[src/rtl/bxs_pkg.sv]
package bxs_pkg;
  localparam int BEAT_BYTES  = 4;
  localparam int BURST_BEATS = 4;
  localparam int LINE_BYTES  = BEAT_BYTES * BURST_BEATS;

  typedef enum logic [2:0] {
    ST_IDLE,
    ST_DESC,
    ST_LOAD,
    ST_REQ,
    ST_XFER,
    ST_DONE
  } seq_st_e;
endpackage

[src/rtl/bxs_arb.sv]
module bxs_arb #(
  parameter int NCH = 4,
  localparam int CHW = (NCH > 1) ? $clog2(NCH) : 1
) (
  input  logic [NCH-1:0] req_i,
  output logic [NCH-1:0] gnt_o,
  output logic [CHW-1:0] id_o,
  output logic           any_o
);
  // fixed priority, lowest index wins
  always_comb begin
    gnt_o = '0;
    id_o  = '0;
    for (int i = NCH - 1; i >= 0; i--) begin
      if (req_i[i]) begin
        gnt_o    = '0;
        gnt_o[i] = 1'b1;
        id_o     = CHW'(i);
      end
    end
  end

  assign any_o = |req_i;
endmodule

[src/rtl/bxs_fifo.sv]
module bxs_fifo #(
  parameter int DW    = 32,
  parameter int DEPTH = 16,
  localparam int PW = (DEPTH > 1) ? $clog2(DEPTH) : 1,
  localparam int CW = PW + 1
) (
  input  logic          clk_i,
  input  logic          rst_ni,
  input  logic          push_i,
  input  logic [DW-1:0] din_i,
  input  logic          pop_i,
  input  logic          flush_i,
  output logic [DW-1:0] dout_o,
  output logic [CW-1:0] cnt_o,
  output logic          full_o
);
  logic [DW-1:0] mem_q [DEPTH];
  logic [PW-1:0] wp_q, rp_q;
  logic [CW-1:0] cnt_q;

  always_ff @(posedge clk_i) begin
    if (push_i) mem_q[wp_q] <= din_i;
  end

  always_ff @(posedge clk_i or negedge rst_ni) begin
    if (!rst_ni) begin
      wp_q  <= '0;
      rp_q  <= '0;
      cnt_q <= '0;
    end else if (flush_i) begin
      wp_q  <= '0;
      rp_q  <= '0;
      cnt_q <= '0;
    end else begin
      if (push_i) wp_q <= (wp_q == PW'(DEPTH - 1)) ? '0 : wp_q + 1'b1;
      if (pop_i)  rp_q <= (rp_q == PW'(DEPTH - 1)) ? '0 : rp_q + 1'b1;
      case ({push_i, pop_i})
        2'b10:   cnt_q <= cnt_q + 1'b1;
        2'b01:   cnt_q <= cnt_q - 1'b1;
        default: cnt_q <= cnt_q;
      endcase
    end
  end

  assign dout_o = mem_q[rp_q];
  assign cnt_o  = cnt_q;
  assign full_o = (cnt_q == CW'(DEPTH));

  p_no_overflow_r2: assert property (@(posedge clk_i) disable iff (!rst_ni)
    push_i |-> !full_o);
  p_no_underflow_r5: assert property (@(posedge clk_i) disable iff (!rst_ni)
    pop_i |-> (cnt_q != '0));
endmodule

[src/rtl/bxs_errlog.sv]
module bxs_errlog #(
  parameter int NCH = 4,
  parameter int AW  = 32,
  localparam int CHW = (NCH > 1) ? $clog2(NCH) : 1
) (
  input  logic           clk_i,
  input  logic           rst_ni,
  input  logic           tea_i,
  input  logic [AW-1:0]  addr_i,
  input  logic [CHW-1:0] ch_i,
  input  logic           clr_i,
  input  logic [NCH-1:0] mask_i,
  output logic           flag_o,
  output logic [AW-1:0]  addr_o,
  output logic [NCH-1:0] err_o,
  output logic           irq_o
);
  logic          flag_q;
  logic [AW-1:0] addr_q;

  always_ff @(posedge clk_i or negedge rst_ni) begin
    if (!rst_ni) begin
      flag_q <= 1'b0;
      addr_q <= '0;
    end else begin
      if (tea_i)      flag_q <= 1'b1;
      else if (clr_i) flag_q <= 1'b0;
      // keep the first fault until cleared
      if (tea_i && (!flag_q || clr_i)) addr_q <= addr_i;
    end
  end

  for (genvar i = 0; i < NCH; i++) begin : g_err
    logic err_q;
    always_ff @(posedge clk_i or negedge rst_ni) begin
      if (!rst_ni)                         err_q <= 1'b0;
      else if (tea_i && ch_i == CHW'(i))   err_q <= 1'b1;
      else if (clr_i)                      err_q <= 1'b0;
    end
    assign err_o[i] = err_q;
  end

  assign flag_o = flag_q;
  assign addr_o = addr_q;
  assign irq_o  = |(err_o & ~mask_i);

  p_log_hold_r8: assert property (@(posedge clk_i) disable iff (!rst_ni)
    (flag_q && !clr_i) |=> (flag_q && $stable(addr_q)));
  p_err_needs_flag_r9: assert property (@(posedge clk_i) disable iff (!rst_ni)
    (|err_o) |-> flag_q);
endmodule

[src/rtl/burst_xfer_seq.sv]
module burst_xfer_seq
  import bxs_pkg::*;
#(
  parameter int NCH   = 4,
  parameter int AW    = 32,
  parameter int DW    = 32,
  parameter int LW    = 16,
  parameter int FIFO_DEPTH = 16,
  localparam int CHW = (NCH > 1) ? $clog2(NCH) : 1,
  localparam int WW  = LW - 2,
  localparam int LB  = $clog2(LINE_BYTES),
  localparam int FCW = ((FIFO_DEPTH > 1) ? $clog2(FIFO_DEPTH) : 1) + 1
) (
  input  logic           clk_i,
  input  logic           rst_ni,
  input  logic [NCH-1:0] chan_req_i,
  output logic [NCH-1:0] chan_ack_o,
  input  logic           desc_valid_i,
  input  logic [AW-1:0]  desc_addr_i,
  input  logic [LW-1:0]  desc_len_i,
  input  logic           desc_write_i,
  input  logic           wr_valid_i,
  input  logic [DW-1:0]  wr_data_i,
  output logic           wr_ready_o,
  output logic           rd_valid_o,
  output logic [DW-1:0]  rd_data_o,
  output logic           done_o,
  output logic           done_err_o,
  output logic [CHW-1:0] done_id_o,
  output logic           bus_req_o,
  input  logic           bus_gnt_i,
  output logic           bus_busy_o,
  output logic [AW-1:0]  bus_addr_o,
  output logic           bus_burst_o,
  output logic           bus_we_o,
  output logic [DW-1:0]  bus_wdata_o,
  input  logic [DW-1:0]  bus_rdata_i,
  input  logic           bus_ack_i,
  input  logic           bus_tea_i,
  output logic           tea_flag_o,
  output logic [AW-1:0]  tea_addr_o,
  input  logic           tea_clr_i,
  input  logic [NCH-1:0] irq_mask_i,
  output logic [NCH-1:0] chan_err_o,
  output logic           irq_o
);
  seq_st_e        state_q;
  logic [NCH-1:0] ack_q;
  logic [CHW-1:0] ch_q;
  logic [AW-1:0]  addr_q;
  logic [WW-1:0]  rem_q, beats_q, load_q;
  logic           burst_q, we_q, derr_q;
  logic           rd_valid_q;
  logic [DW-1:0]  rd_data_q;

  logic [NCH-1:0] arb_gnt;
  logic [CHW-1:0] arb_id;
  logic           arb_any;

  logic           burst_ok;
  logic           beat_ok, tea_evt;
  logic           f_push, f_pop, f_flush, f_full;
  logic [FCW-1:0] f_cnt;
  logic [WW-1:0]  desc_words;

  bxs_arb #(.NCH(NCH)) u_arb (
    .req_i (chan_req_i),
    .gnt_o (arb_gnt),
    .id_o  (arb_id),
    .any_o (arb_any)
  );

  assign burst_ok   = (addr_q[LB-1:0] == '0) && (rem_q >= WW'(BURST_BEATS));
  assign tea_evt    = (state_q == ST_XFER) && bus_tea_i;
  assign beat_ok    = (state_q == ST_XFER) && bus_ack_i && !bus_tea_i;
  assign desc_words = desc_len_i[LW-1:2];

  assign f_push  = (state_q == ST_LOAD) && wr_valid_i;
  assign f_pop   = beat_ok && we_q;
  assign f_flush = tea_evt;

  bxs_fifo #(.DW(DW), .DEPTH(FIFO_DEPTH)) u_fifo (
    .clk_i   (clk_i),
    .rst_ni  (rst_ni),
    .push_i  (f_push),
    .din_i   (wr_data_i),
    .pop_i   (f_pop),
    .flush_i (f_flush),
    .dout_o  (bus_wdata_o),
    .cnt_o   (f_cnt),
    .full_o  (f_full)
  );

  always_ff @(posedge clk_i or negedge rst_ni) begin
    if (!rst_ni) begin
      state_q <= ST_IDLE;
      ack_q   <= '0;
      ch_q    <= '0;
      addr_q  <= '0;
      rem_q   <= '0;
      beats_q <= '0;
      load_q  <= '0;
      burst_q <= 1'b0;
      we_q    <= 1'b0;
      derr_q  <= 1'b0;
    end else begin
      ack_q <= '0;
      unique case (state_q)
        ST_IDLE: if (arb_any) begin
          ack_q   <= arb_gnt;
          ch_q    <= arb_id;
          state_q <= ST_DESC;
        end
        ST_DESC: if (desc_valid_i) begin
          addr_q <= {desc_addr_i[AW-1:2], 2'b00};
          rem_q  <= desc_words;
          we_q   <= desc_write_i;
          load_q <= '0;
          derr_q <= 1'b0;
          if (desc_words == '0)  state_q <= ST_DONE;
          else if (desc_write_i) state_q <= ST_LOAD;
          else                   state_q <= ST_REQ;
        end
        ST_LOAD: if (wr_valid_i) begin
          load_q <= load_q + 1'b1;
          if (load_q + 1'b1 == rem_q) state_q <= ST_REQ;
        end
        ST_REQ: if (bus_gnt_i) begin
          burst_q <= burst_ok;
          beats_q <= burst_ok ? WW'(BURST_BEATS) : WW'(1);
          state_q <= ST_XFER;
        end
        ST_XFER: begin
          if (bus_tea_i) begin
            derr_q  <= 1'b1;
            state_q <= ST_DONE;
          end else if (bus_ack_i) begin
            addr_q  <= addr_q + AW'(BEAT_BYTES);
            rem_q   <= rem_q - 1'b1;
            beats_q <= beats_q - 1'b1;
            if (rem_q == WW'(1))        state_q <= ST_DONE;
            else if (beats_q == WW'(1)) state_q <= ST_REQ;
          end
        end
        ST_DONE: state_q <= ST_IDLE;
        default: state_q <= ST_IDLE;
      endcase
    end
  end

  always_ff @(posedge clk_i or negedge rst_ni) begin
    if (!rst_ni) begin
      rd_valid_q <= 1'b0;
      rd_data_q  <= '0;
    end else begin
      rd_valid_q <= beat_ok && !we_q;
      if (beat_ok && !we_q) rd_data_q <= bus_rdata_i;
    end
  end

  bxs_errlog #(.NCH(NCH), .AW(AW)) u_err (
    .clk_i  (clk_i),
    .rst_ni (rst_ni),
    .tea_i  (tea_evt),
    .addr_i (addr_q),
    .ch_i   (ch_q),
    .clr_i  (tea_clr_i),
    .mask_i (irq_mask_i),
    .flag_o (tea_flag_o),
    .addr_o (tea_addr_o),
    .err_o  (chan_err_o),
    .irq_o  (irq_o)
  );

  assign chan_ack_o  = ack_q;
  assign wr_ready_o  = (state_q == ST_LOAD);
  assign rd_valid_o  = rd_valid_q;
  assign rd_data_o   = rd_data_q;
  assign done_o      = (state_q == ST_DONE);
  assign done_err_o  = (state_q == ST_DONE) && derr_q;
  assign done_id_o   = ch_q;
  assign bus_req_o   = (state_q == ST_REQ);
  assign bus_busy_o  = (state_q == ST_XFER);
  assign bus_addr_o  = addr_q;
  assign bus_burst_o = (state_q == ST_XFER) ? burst_q : burst_ok;
  assign bus_we_o    = we_q;

  p_ack_onehot_r1: assert property (@(posedge clk_i) disable iff (!rst_ni)
    $onehot0(chan_ack_o));
  p_staged_r2: assert property (@(posedge clk_i) disable iff (!rst_ni)
    (bus_req_o && we_q) |-> (WW'(f_cnt) == rem_q));
  p_addr_step_r3: assert property (@(posedge clk_i) disable iff (!rst_ni)
    (beat_ok && rem_q != WW'(1)) |=> (addr_q == $past(addr_q) + AW'(BEAT_BYTES)));
  p_beats_fit_r4: assert property (@(posedge clk_i) disable iff (!rst_ni)
    (state_q == ST_XFER) |-> (beats_q <= rem_q && beats_q != '0));
  p_done_pulse_r6: assert property (@(posedge clk_i) disable iff (!rst_ni)
    done_o |=> !done_o);
  p_tea_ends_r7: assert property (@(posedge clk_i) disable iff (!rst_ni)
    tea_evt |=> (done_o && done_err_o && tea_flag_o));
  p_fifo_room_r2: assert property (@(posedge clk_i) disable iff (!rst_ni)
    (state_q == ST_LOAD) |-> !f_full || !wr_valid_i);
endmodule

[config.mk]
export PLATFORM = sky130hd
export DESIGN_NAME = burst_xfer_seq
export DESIGN_NICKNAME = d
export VERILOG_FILES = /design/src/rtl/bxs_pkg.sv /design/src/rtl/bxs_arb.sv /design/src/rtl/bxs_fifo.sv /design/src/rtl/bxs_errlog.sv /design/src/rtl/burst_xfer_seq.sv
export SDC_FILE = /design/constraint.sdc
export NUM_CORES = 1
export LEC_CHECK = 0
export ABC_AREA = 1
export BUFFER_PORTS_ARGS = -buffer_cell sky130_fd_sc_hd__buf_2
export CAP_MARGIN = 10
export CORE_MARGIN = 3
export CORE_UTILIZATION = 45
export CTS_CLUSTER_SIZE = 40
export DETAILED_ROUTE_END_ITERATION = 6
export HOLD_SLACK_MARGIN = 0.02
export PLACE_DENSITY = 0.65
export SYNTH_ARGS = -nofsm -noshare
export SYNTH_HDL_FRONTEND = slang
export SYNTH_SLANG_ARGS = --single-unit
[constraint.sdc]
create_clock -name clk_i -period 4.35 [get_ports clk_i]
set_clock_uncertainty 0.1 [all_clocks]
set_input_delay 0.87 -clock clk_i [delete_from_list [all_inputs] [get_ports clk_i]]
set_output_delay 0.87 -clock clk_i [all_outputs]
set_load 0.02 [all_outputs]
==> impl_results.md <==
- LEAKAGE: 12.38 nW
- Yosys top cell by area: edfxtp_1
- Yosys top cell area share: 0.5478
- Post-route minimum period: 3.969 ns
- Worst path arrival time: 3.00 ns
- Switching Power: 7.639 mW
- TritonCTS clock tree: built
- IO buf count: 268
- Hold crit path type: in2async
- Largest family of logic cells by synthesized area: simple AND/OR/NAND/NOR gates
- Synth Area in XOR/XNOR: 0.004235
- Setup crit end: bus_wdata_o[31]
- Fin nets: 2836
- Multiplexer share of the synthesized area: 0.01364
- Fin cells: 3577
- Syn Inst Count: 2439
- Slew Viols, Final: 0
- Final Hold Viols: 0
- Crit Reg-Reg Startpoint: state_q[2]$_DFFE_PN0P_
- Adder-cell share of the synthesized area: 0.006242
- Switching Share: 0.3692
- Synth cell types: 47
- P&R area growth vs syn: 17.13%
- Post-synth EDFFs: 512
- Gr usage total: 0.2244
- Reg2Reg Depth: 7
- Slew headroom: 0.4907
- Syn avg cell area: 11.51 um2
- Iter 0 DRT Violations: 1856
- DRC errors left: 1
- Setup TNS: 0 ns
- Drt pass-1 iters: 7
- Total clock sinks: 672
- I/O pin count: 277
- Clk slew on worst S/H paths: 0.06 ns
- Vias per inst: 5.651
- CTS-repair resized insts: 0
- Worst path required time: 3.38 ns
- Inserted Clock Buffers: 72
- Crit. Startpoint: u_fifo.rp_q[2]$_DFFE_PN0P_
- Fillers: 5224
- Core area: 61030 um2
- Grt total ovfl: 0
- Top-count cell post-synth: edfxtp_1
- Combinational share of power: 0.313
- Failing checks: design-rule violations
- WL per Instance: 21.02 um
- Clk_lat worst skew: 0.62 ns
- Std-Cell Rows: 90
- Post-CTS Setup Inserts: 0
- Crit share post-route: 0.9125
- Pwr Total: 20.69 mW
- Warnings, synthesis: 0
- Top_reg_cell synth: edfxtp_1
- Synthesized cell area: 28060 um2
- Pint: 13.05 mW
- Height of the die: 255.7 um
- GP Congestion: 0.8281
- Power Density: 629.5 nW/um2
- Worst-Margin Slew: 0.7611 ns
- RR Endpoint: u_fifo.mem_q[9][23]$_DFFE_PP_
- F_max: 251.9 MHz
- FF-to-FF setup slack: 1.21 ns
- Unrepaired setup endpoints after global routing: false
- Clock root cell: clkbuf_16
- Die area: 65400 um2
- H-tree Lvls: 3
- Initial core utilization: 0.4598
- Seq cells post-synth: 672
- Fraction of registers with async set/reset: 0.2381
- Detailed Route WL: 75.19 mm
- DP Wirelength: 43.40 mm
- Largest net degree at the start of global routing: 134
- Setup crit end kind: primary output
- Vias: 20220
- CTS Buffer Depth: 3
- Reg power frac: 0.398
- Placed insts: 3447
- First-pass GRT wire length: 115.0 mm
- Final setup violation count: 0
- Clk pwr share: 0.289
- Final antenna-violating net count: 0
- Status: finished with violations
- Crit Path Max Fanout: 27
- Peak VDD IR: 0.3819 mV
- Max cap viols: 0
- Post-Synth Simple-Gate Area: 0.1357
- Largest cells by area after synthesis: edfxtp_1 (55%), dfrtp_1 (14%), nand2_1 (5.1%)
- Post-CTS Hold Buffers: 0
- Crit start category: flip-flop
- Layout cells sized above 1: 0.1823
- CP Class: reg2out
- Initial antenna violation count: 5
- Compound-Gate Fraction of Synth Area: 0.1117
- Number of global-route vias before repair: 19750
- Post-synth top cells: edfxtp_1 (512), nand2_1 (385), nor2_1 (264), o21ai_0 (252), dfrtp_1 (160)
- Die Wd: 255.7 um
- Post-synthesis sequential area ratio: 0.6905
## worst min-delay path by stage
stage | startpoint | endpoint | slack, ns
detailed placement | beats_q[10]$_DFFE_PN0P_ | beats_q[10]$_DFFE_PN0P_ | 0.36
finish | rst_ni | u_err.addr_o[15]$_DFFE_PN0P_ | 0.09
CTS | rst_ni | u_err.addr_o[15]$_DFFE_PN0P_ | 0.11
floorplan | beats_q[10]$_DFFE_PN0P_ | beats_q[10]$_DFFE_PN0P_ | 0.33
global placement | beats_q[8]$_DFFE_PN0P_ | beats_q[8]$_DFFE_PN0P_ | 0.36
global route | rst_ni | u_err.addr_o[15]$_DFFE_PN0P_ | 0.13
## placed cells by master, fill, tap and decap left out, types with 4 or more instances in the layout
cell       netlist  layout
a21oi_1        144     144
edfxtp_1       512     512
o21ai_0        252     252
a221oi_1        34      34
nor2_2           8       8
nand3_1        140     140
nand2_2          3       4
nor2_1         264     246
xor2_1          11      11
nand4_1         47      47
buf_2           25     267
nand2_1        385     384
clkinv_1         1      10
nor3_1          24      24
buf_4           10      32
o32ai_1          5       5
o22ai_1         51      51
clkbuf_16        0      74
clkbuf_1        98      17
bufinv_16        0       4
buf_12           0      14
o211ai_1        11      11
ha_1            14      14
dfrtp_1        160     157
clkinv_2         0      14
mux2_2          34      34
conb_1           1       4
inv_1          123     121
nor4_1           5       5
or2_2            6       6
o221ai_1        31      31
nor2_4           1      19
a31oi_1         10      10
## per-stage QoR
stage	util	worst slack, ns	instance area [um2]	hold WS, ns
floorplan	-	0.9484	28080	0.3337
global placement	0.5005	1.072	30540	0.3559
detailed placement	0.5005	1.070	30540	0.3553
CTS	0.5385	0.4083	32870	0.1128
global route	0.5386	0.2683	32870	0.1300
finish	0.5386	0.3807	32870	0.09427
## state kept, by name, indices dropped and copies added, names as in the netlist, 14 cells and up
name / count
beats_q: 14
bus_addr_o: 30
load_q: 14
rd_data_o: 32
rem_q: 14
u_err.addr_o: 30
u_fifo.mem_q: 512
## cell families (layout without fill, tap and decap cells)
family	Yosys count	in the layout
buf+inv	264	570
other cells	1	5
compound gates	548	548
mux	34	34
fa+ha+maj	14	14
simple gates	894	894
xor+xnor	12	12
flops	672	672
## per-layer routing
layer  wire [um]  global-route usage
met5          36                   0
met4        1829             0.07222
met3        5266             0.03997
met2       36800              0.3743
met1       31260              0.3003
## cell type report
| type | count | area [um2] | area share |
|---|---|---|---|
| clock buffers | 94 | 1957 | 0.05953 |
| clock inverters | 35 | 367.9 | 0.01119 |
| repair buffers | 314 | 1868 | 0.05683 |
| flip-flops and latches | 672 | 19380 | 0.5897 |
| diodes | 1 | 2.502 | 0.00007613 |
| multi-input cells | 1506 | 7771 | 0.2364 |
| well taps | 828 | 1036 | 0.03152 |
| inverters | 127 | 484.2 | 0.01473 |
## critical path, cell delays in order, from the launching register on
cell and delay (ns):
dfrtp_2 0.69, inv_1 0.17, nor2_4 0.12, clkinv_1 0.31, buf_12 0.31, a21oi_1 0.14, a221oi_1 0.08, o21ai_0 0.18
nand2_1 0.17, buf_2 0.20
## power by group through the flow
stage	clock network (mW)	registers [mW]	logic (mW)
after floorplan	0	8.73	3.73
after global placement	0	8.32	6.33
after detailed placement	0	8.35	6.48
after CTS	6.09	8.23	6.50
after global routing	6.32	8.33	7.15
final	5.98	8.23	6.48
(Power assumes the default switching activity.)
